File: src/rtl/clksrc_pkg.sv
package clksrc_pkg;

    localparam int SRC_W  = 4;
    localparam int SUT_W  = 2;
    localparam int DATA_W = 8;

    localparam logic [DATA_W-1:0] UNLOCK_WORD = 8'h80;

    typedef enum logic [3:0] {
        CMD_DISABLE  = 4'h1,
        CMD_ENABLE   = 4'h2,
        CMD_SWITCH   = 4'h4,
        CMD_RECOVER  = 4'h5,
        CMD_WDOG_ARL = 4'h6
    } cmd_e;

    typedef enum logic [1:0] {
        ST_IDLE       = 2'd0,
        ST_WAIT_READY = 2'd1,
        ST_SWITCHING  = 2'd2
    } state_e;

endpackage

File: src/rtl/clksrc_guard.sv
module clksrc_guard
    import clksrc_pkg::*;
#(
    parameter int WIN_CYCLES = 4
) (
    input  logic              clk,
    input  logic              rst_n,
    input  logic              bus_wr,
    input  logic              bus_addr,
    input  logic [DATA_W-1:0] bus_wdata,
    output logic              win_open,
    output logic              cmd_fire,
    output logic [3:0]        cmd_code
);

    localparam int CNT_W = $clog2(WIN_CYCLES + 1);
    localparam logic [CNT_W-1:0] CNT_LOAD = CNT_W'(WIN_CYCLES);

    logic [CNT_W-1:0] win_cnt_q;
    logic             ctrl_wr;
    logic             unlock_wr;

    assign ctrl_wr   = bus_wr && !bus_addr;
    assign unlock_wr = ctrl_wr && (bus_wdata == UNLOCK_WORD);
    assign win_open  = (win_cnt_q != '0);
    assign cmd_fire  = ctrl_wr && win_open && (bus_wdata[7:4] == 4'h0);
    assign cmd_code  = bus_wdata[3:0];

    // Unlock loads the counter; any other write spends the window.
    always_ff @(posedge clk or negedge rst_n) begin
        if (!rst_n) begin
            win_cnt_q <= '0;
        end else if (unlock_wr) begin
            win_cnt_q <= CNT_LOAD;
        end else if (bus_wr) begin
            win_cnt_q <= '0;
        end else if (win_open) begin
            win_cnt_q <= win_cnt_q - 1'b1;
        end
    end

endmodule

File: src/rtl/clksrc_fsm.sv
module clksrc_fsm
    import clksrc_pkg::*;
#(
    parameter int NSRC = 6
) (
    input  logic             clk,
    input  logic             rst_n,
    input  logic             cmd_fire,
    input  logic [3:0]       cmd_code,
    input  logic [SRC_W-1:0] sel_num,
    input  logic [SUT_W-1:0] sel_sut,
    input  logic [NSRC-1:0]  src_ready,
    input  logic             mux_ack,
    output logic [NSRC-1:0]  src_en,
    output logic [SRC_W-1:0] active_src,
    output logic [SRC_W-1:0] tgt_src,
    output state_e           state,
    output logic             rdy_flag,
    output logic [SUT_W-1:0] sut_out,
    output logic             arl_req
);

    state_e           st_q, st_d;
    logic [NSRC-1:0]  en_q, en_d;
    logic [SRC_W-1:0] act_q, act_d;
    logic [SRC_W-1:0] tgt_q, tgt_d;
    logic             rdy_q, rdy_d;
    logic [SUT_W-1:0] sut_q, sut_d;
    logic             arl_q, arl_d;

    logic [NSRC-1:0]  sel_oh;
    logic [NSRC-1:0]  tgt_oh;

    // One-hot decode; numbers >= NSRC decode to zero.
    for (genvar i = 0; i < NSRC; i++) begin : g_dec
        assign sel_oh[i] = (sel_num == SRC_W'(i));
        assign tgt_oh[i] = (tgt_q   == SRC_W'(i));
    end

    logic sel_valid;
    logic sel_enabled;
    logic tgt_ready;

    assign sel_valid   = |sel_oh;
    assign sel_enabled = |(sel_oh & en_q);
    assign tgt_ready   = |(tgt_oh & src_ready);

    // State register
    always_ff @(posedge clk or negedge rst_n) begin
        if (!rst_n) begin
            st_q  <= ST_IDLE;
            en_q  <= NSRC'(1);
            act_q <= '0;
            tgt_q <= '0;
            rdy_q <= 1'b0;
            sut_q <= '0;
            arl_q <= 1'b0;
        end else begin
            st_q  <= st_d;
            en_q  <= en_d;
            act_q <= act_d;
            tgt_q <= tgt_d;
            rdy_q <= rdy_d;
            sut_q <= sut_d;
            arl_q <= arl_d;
        end
    end

    // Next state and data
    always_comb begin
        st_d  = st_q;
        en_d  = en_q;
        act_d = act_q;
        tgt_d = tgt_q;
        rdy_d = rdy_q;
        sut_d = sut_q;
        arl_d = arl_q;
        unique case (st_q)
            ST_IDLE: begin
                if (cmd_fire) begin
                    case (cmd_code)
                        CMD_ENABLE: begin
                            if (sel_valid) begin
                                en_d  = en_q | sel_oh;
                                rdy_d = 1'b0;
                                tgt_d = sel_num;
                                sut_d = sel_sut;
                                st_d  = ST_WAIT_READY;
                            end
                        end
                        CMD_SWITCH: begin
                            if (sel_enabled) begin
                                tgt_d = sel_num;
                                st_d  = ST_SWITCHING;
                            end
                        end
                        CMD_DISABLE: begin
                            if (sel_valid && (sel_num != act_q)) begin
                                en_d = en_q & ~sel_oh;
                            end
                        end
                        default: ;
                    endcase
                end
            end
            ST_WAIT_READY: begin
                if (tgt_ready) begin
                    rdy_d = 1'b1;
                    st_d  = ST_IDLE;
                end
            end
            ST_SWITCHING: begin
                if (mux_ack) begin
                    act_d = tgt_q;
                    st_d  = ST_IDLE;
                end
            end
            default: st_d = ST_IDLE;
        endcase
        if (cmd_fire && (cmd_code == CMD_WDOG_ARL)) begin
            arl_d = 1'b1;
        end
    end

    // Outputs
    always_comb begin
        src_en     = en_q;
        active_src = act_q;
        tgt_src    = tgt_q;
        state      = st_q;
        rdy_flag   = rdy_q;
        sut_out    = sut_q;
        arl_req    = arl_q;
    end

endmodule

File: src/rtl/clksrc_regif.sv
module clksrc_regif
    import clksrc_pkg::*;
(
    input  logic              clk,
    input  logic              rst_n,
    input  logic              bus_wr,
    input  logic              bus_addr,
    input  logic [DATA_W-1:0] bus_wdata,
    input  logic              cmd_fire,
    input  logic [3:0]        cmd_code,
    input  logic              win_open,
    input  state_e            state,
    input  logic              rdy_flag,
    input  logic [SRC_W-1:0]  active_src,
    output logic [SRC_W-1:0]  sel_num,
    output logic [SUT_W-1:0]  sel_sut,
    output logic [DATA_W-1:0] bus_rdata
);

    localparam int SEL_W = SRC_W + SUT_W;

    logic [SEL_W-1:0] sel_q;

    always_ff @(posedge clk or negedge rst_n) begin
        if (!rst_n) begin
            sel_q <= '0;
        end else if (bus_wr && bus_addr) begin
            sel_q <= bus_wdata[SEL_W-1:0];
        end else if (cmd_fire && (cmd_code == CMD_RECOVER)) begin
            sel_q[SRC_W-1:0] <= active_src;
        end
    end

    assign sel_num = sel_q[SRC_W-1:0];
    assign sel_sut = sel_q[SEL_W-1:SRC_W];

    always_comb begin
        if (bus_addr) begin
            bus_rdata = {{(DATA_W - SEL_W){1'b0}}, sel_q};
        end else begin
            bus_rdata = {win_open,
                         state == ST_SWITCHING,
                         state == ST_WAIT_READY,
                         rdy_flag,
                         4'h0};
        end
    end

endmodule

File: src/rtl/clksrc_cmd_ctrl.sv
module clksrc_cmd_ctrl
    import clksrc_pkg::*;
#(
    parameter int NSRC       = 6,
    parameter int WIN_CYCLES = 4
) (
    input  logic              clk,
    input  logic              rst_n,
    input  logic              bus_wr,
    input  logic              bus_addr,
    input  logic [7:0]        bus_wdata,
    output logic [7:0]        bus_rdata,
    input  logic [NSRC-1:0]   src_ready,
    input  logic              mux_ack,
    output logic [NSRC-1:0]   src_en,
    output logic [1:0]        osc_startup,
    output logic              mux_req,
    output logic [3:0]        mux_target,
    output logic [3:0]        active_src,
    output logic              wdog_autoreload
);

    logic             win_open;
    logic             cmd_fire;
    logic [3:0]       cmd_code;
    logic [SRC_W-1:0] sel_num;
    logic [SUT_W-1:0] sel_sut;
    logic [SRC_W-1:0] tgt_src;
    state_e           state;
    logic             rdy_flag;

    clksrc_guard #(.WIN_CYCLES(WIN_CYCLES)) u_guard (
        .clk       (clk),
        .rst_n     (rst_n),
        .bus_wr    (bus_wr),
        .bus_addr  (bus_addr),
        .bus_wdata (bus_wdata),
        .win_open  (win_open),
        .cmd_fire  (cmd_fire),
        .cmd_code  (cmd_code)
    );

    clksrc_fsm #(.NSRC(NSRC)) u_fsm (
        .clk        (clk),
        .rst_n      (rst_n),
        .cmd_fire   (cmd_fire),
        .cmd_code   (cmd_code),
        .sel_num    (sel_num),
        .sel_sut    (sel_sut),
        .src_ready  (src_ready),
        .mux_ack    (mux_ack),
        .src_en     (src_en),
        .active_src (active_src),
        .tgt_src    (tgt_src),
        .state      (state),
        .rdy_flag   (rdy_flag),
        .sut_out    (osc_startup),
        .arl_req    (wdog_autoreload)
    );

    clksrc_regif u_regif (
        .clk        (clk),
        .rst_n      (rst_n),
        .bus_wr     (bus_wr),
        .bus_addr   (bus_addr),
        .bus_wdata  (bus_wdata),
        .cmd_fire   (cmd_fire),
        .cmd_code   (cmd_code),
        .win_open   (win_open),
        .state      (state),
        .rdy_flag   (rdy_flag),
        .active_src (active_src),
        .sel_num    (sel_num),
        .sel_sut    (sel_sut),
        .bus_rdata  (bus_rdata)
    );

    assign mux_req    = (state == ST_SWITCHING);
    assign mux_target = tgt_src;

endmodule

File: config.mk
export PLATFORM = sky130hd
export DESIGN_NAME = clksrc_cmd_ctrl
export DESIGN_NICKNAME = d
export VERILOG_FILES = /design/src/rtl/clksrc_pkg.sv /design/src/rtl/clksrc_guard.sv /design/src/rtl/clksrc_fsm.sv /design/src/rtl/clksrc_regif.sv /design/src/rtl/clksrc_cmd_ctrl.sv
export SDC_FILE = /design/constraint.sdc
export NUM_CORES = 1
export LEC_CHECK = 0
export BUFFER_PORTS_ARGS = -buffer_cell sky130_fd_sc_hd__buf_2
export CAP_MARGIN = 20
export CORE_UTILIZATION = 52
export DETAILED_ROUTE_END_ITERATION = 10
export GPL_ROUTABILITY_DRIVEN = 1
export MAX_ROUTING_LAYER = met4
export PLACE_DENSITY = 0.8
export SYNTH_ARGS = -nofsm -noshare
export SYNTH_HDL_FRONTEND = slang
export SYNTH_HIERARCHICAL = 1
export SYNTH_SLANG_ARGS = --single-unit
File: constraint.sdc
create_clock -name clk -period 3.5 [get_ports clk]
set_input_delay 0.7 -clock clk [delete_from_list [all_inputs] [get_ports clk]]
set_output_delay 0.7 -clock clk [all_outputs]
set_load 0.03 [all_outputs]
==> results.py <==
metrics = {
    "placement": {
        "place.gp.congestion": 0.844,
        "portBuffers": 44,
        "dp_hpwl_um": 2910,
    },
    "pwr": {
        "peakVddDrop_uv": 198,
        "p_per_area_nw_per_um2": 434,
        "p_leak_nw": 0.973,
    },
    "clock_network": {
        "cts_made_buffers": 5,
        "cts_max_path_buffers": 2,
        "cts_resized": 0,
        "cts_hold_buffers": 0,
        "clk_pin_slew_ns": 0.10,
        "clk_latency_ns": 0.33,
        "cts_tree": "done",
        "clock-sinks": 29,
        "root_buffer": "clkbuf_4",
        "cts_setup_buffers": 0,
        "ctsHtreeMaxLevel": 2,
    },
    "timing": {
        "setup_viol": 0,
        "post-route-period-util_pct": 77.3,
        "tightest_slew_ns": 0.657,
        "drv_slew": 0,
        "rsz0062_at_grt": "false",
        "fin_tns_setup_ns": 0,
        "hold_viol": 0,
        "max_freq_mhz": 369,
        "finClkSkew_ns": 0.00868,
        "fin_crit_ns": 2.71,
        "slew_headroom_pct": 56.2,
    },
    "global_routing": {
        "grt_antenna_before_repair": 0,
        "grt_pass1_vias": 1345,
        "grt_max_degree": 30,
        "grt.overflow.total": 0,
        "grt_pass1_wl_um": 6530,
        "grtUsageTotal_pct": 26.4,
    },
    "logic_synthesis": {
        "synth_area_per_cell_um2": 10.6,
        "synth_edf_count": 0,
        "synth_top_area_share_pct": 40.9,
        "netlist_top_cells_area": "dfrtp_1, mux2_2, buf_4, nor2_1, o21ai_0",
        "yosysWarnings": 6,
        "yosysTopAreaCell": "dfrtp_1",
        "ys_seq_area_share_pct": 42.4,
        "async_reset_ff_share_pct": 100,
        "syn_area_um2": 1710,
        "yosys-top-cells-count": "dfrtp_1, mux2_2, nor2_1, nand2_1",
        "ys.flop_type": "dfrtp_1",
        "synth_cells": 161,
        "syn-num-nets": 182,
        "ys_ff_latch": 29,
        "synth.most_common_cell": "dfrtp_1",
        "synth_cell_types": 49,
    },
    "route": {
        "drtAntennaViolNets": 0,
        "drcViolationCount": 0,
        "drt_iter0_drc": 49,
        "vias_per_cell": 5.65,
        "dr.pass1.iters": 4,
        "wl_um": 3930,
        "num_vias": 1402,
        "wire_per_inst_um": 15.8,
    },
    "critical_path": {
        "path_delay_family": "simple AND/OR/NAND/NOR gates",
        "critical-path-slowest-cell": "nor3_1",
        "critPathKind": "flop to flop",
        "worstPathArrival_ns": 2.97,
        "r2r_setup_slack_ns": 0.79,
        "critPathBufInv": 1,
        "required_ns": 3.77,
        "cpMostUsedCell": "ha_1",
        "cpPeakStageDelay_ns": 0.41,
        "worstPathMaxFanout": 7,
        "cp-start-kind": "flop",
        "cp-end-kind": "flop",
        "path_cells": "inv_1, ha_1, ha_1, nor3_1, nor3b_4, nand3_4, or4_1, nor2_1, mux2_1",
    },
    "floorplan": {
        "die_w_um": 59.4,
        "design.portCount": 45,
        "start_util_pct": 55.7,
        "core_um2": 3080,
        "dieArea_um2": 3530,
        "row_count": 20,
        "die_h_um": 59.4,
    },
    "run": {
        "cap_violations": 0,
    },
    "final_layout": {
        "multi_input_area_um2": 886,
        "area_delta_synth_final_pct": 16.3,
        "drive_above_1_share_pct": 39.7,
        "n_antenna_cell": 0,
        "area.sequential_um2": 727,
        "nFillCells": 260,
        "final_core_util_pct": 64.7,
        "final_nets": 224,
    },
    "outcome": {
        "outcome": "finished, final reports clean",
    },
    "hold_path": {
        "min_path_type": "input pin to asynchronous set/reset pin",
    },
}
[cell families (layout without fill, tap and decap cells)]
kind of cell / after synthesis / after routing / share of synthesized area, %
buf+inv: 18 / 61 / 5.84
mux: 18 / 18 / 12.9
simple gates: 61 / 61 / 23.1
fa+ha+maj: 2 / 2 / 1.46
xor+xnor: 6 / 6 / 3.07
flops: 29 / 29 / 42.4
compound gates: 27 / 27 / 11.2
[final timing paths]
check,cells past startpoint,to,startpoint
min reg2reg,1,u_fsm/arl_req$_DFFE_PN0P_,u_fsm/arl_req$_DFFE_PN0P_
max in group asynchronous,1,asynchronous set/reset pin,rst_n
max,9,flop,u_guard/win_cnt_q[0]$_DFFE_PN0P_
min in group clk,1,u_fsm/arl_req$_DFFE_PN0P_,u_fsm/arl_req$_DFFE_PN0P_
max reg2reg,9,flop,u_guard/win_cnt_q[0]$_DFFE_PN0P_
min,1,u_regif/sel_q[0]$_DFFE_PN0P_,rst_n
[placed cells by master, fill, tap and decap left out, drive strengths merged, types with 4 or more instances in the layout]
cell type / count
nand3: 6
o21ai: 9
nor4: 5
nor2: 12
nor2b: 4
inv: 9
nor3: 4
dfrtp: 28
mux2: 17
a31oi: 4
buf: 44
nand2: 11
xnor2: 4
a21oi: 4
and2: 4
clkbuf: 7
[through the flow]
stage          hold slack, ns  power (mW)  setup slack (ns)  cell area, um2  cells
2_1_floorplan           0.404       0.577             0.889            1710    161
3_3_place_gp            0.475       0.624             0.575            1920    240
3_5_place_dp            0.472       0.635             0.475            1920    240
4_1_cts                 0.396       0.872             0.795            1990    248
5_1_grt                 0.419       0.916             0.627            1990    248
6_report                0.387       0.865             0.793            1990    248
[routing by layer]
| layer | wire [um] | share of wire (%) | GRT usage (%) | vias up |
|---|---|---|---|---|
| met1 | 1720 | 44 | 33.1 | 684 |
| met3 | 243 | 6.2 | 7.21 | 9 |
| li1 | - | - | - | 659 |
| met4 | 65 | 1.7 | 8.50 | 0 |
| met2 | 1900 | 48 | 41.4 | 50 |
| met5 | 0 | 0 | - | - |
[cell type report]
| class | instances | area share, % |
|---|---|---|
| clock inverter | 1 | 0.251 |
| inverter | 9 | 1.70 |
| sequential | 29 | 36.5 |
| timing repair buffer | 44 | 11.1 |
| multi-input combinational | 114 | 44.5 |
| tap | 44 | 2.76 |
| clock buffer | 7 | 3.27 |
[worst register-to-register path, delay by kind of cell (launching register included)]
family | cells | cell delay (ns)
buffers and inverters | 1 | 0.05
adders and majority gates | 2 | 0.45
DFF | 1 | 0.37
muxes | 1 | 0.33
and+or+nand+nor | 5 | 1.44
[power breakdown]
group | internal (mW) | switching [mW]
clock network | 0.116 | 0.120
logic | 0.0949 | 0.133
registers | 0.364 | 0.0363
Power figures use the tool's default switching activity.
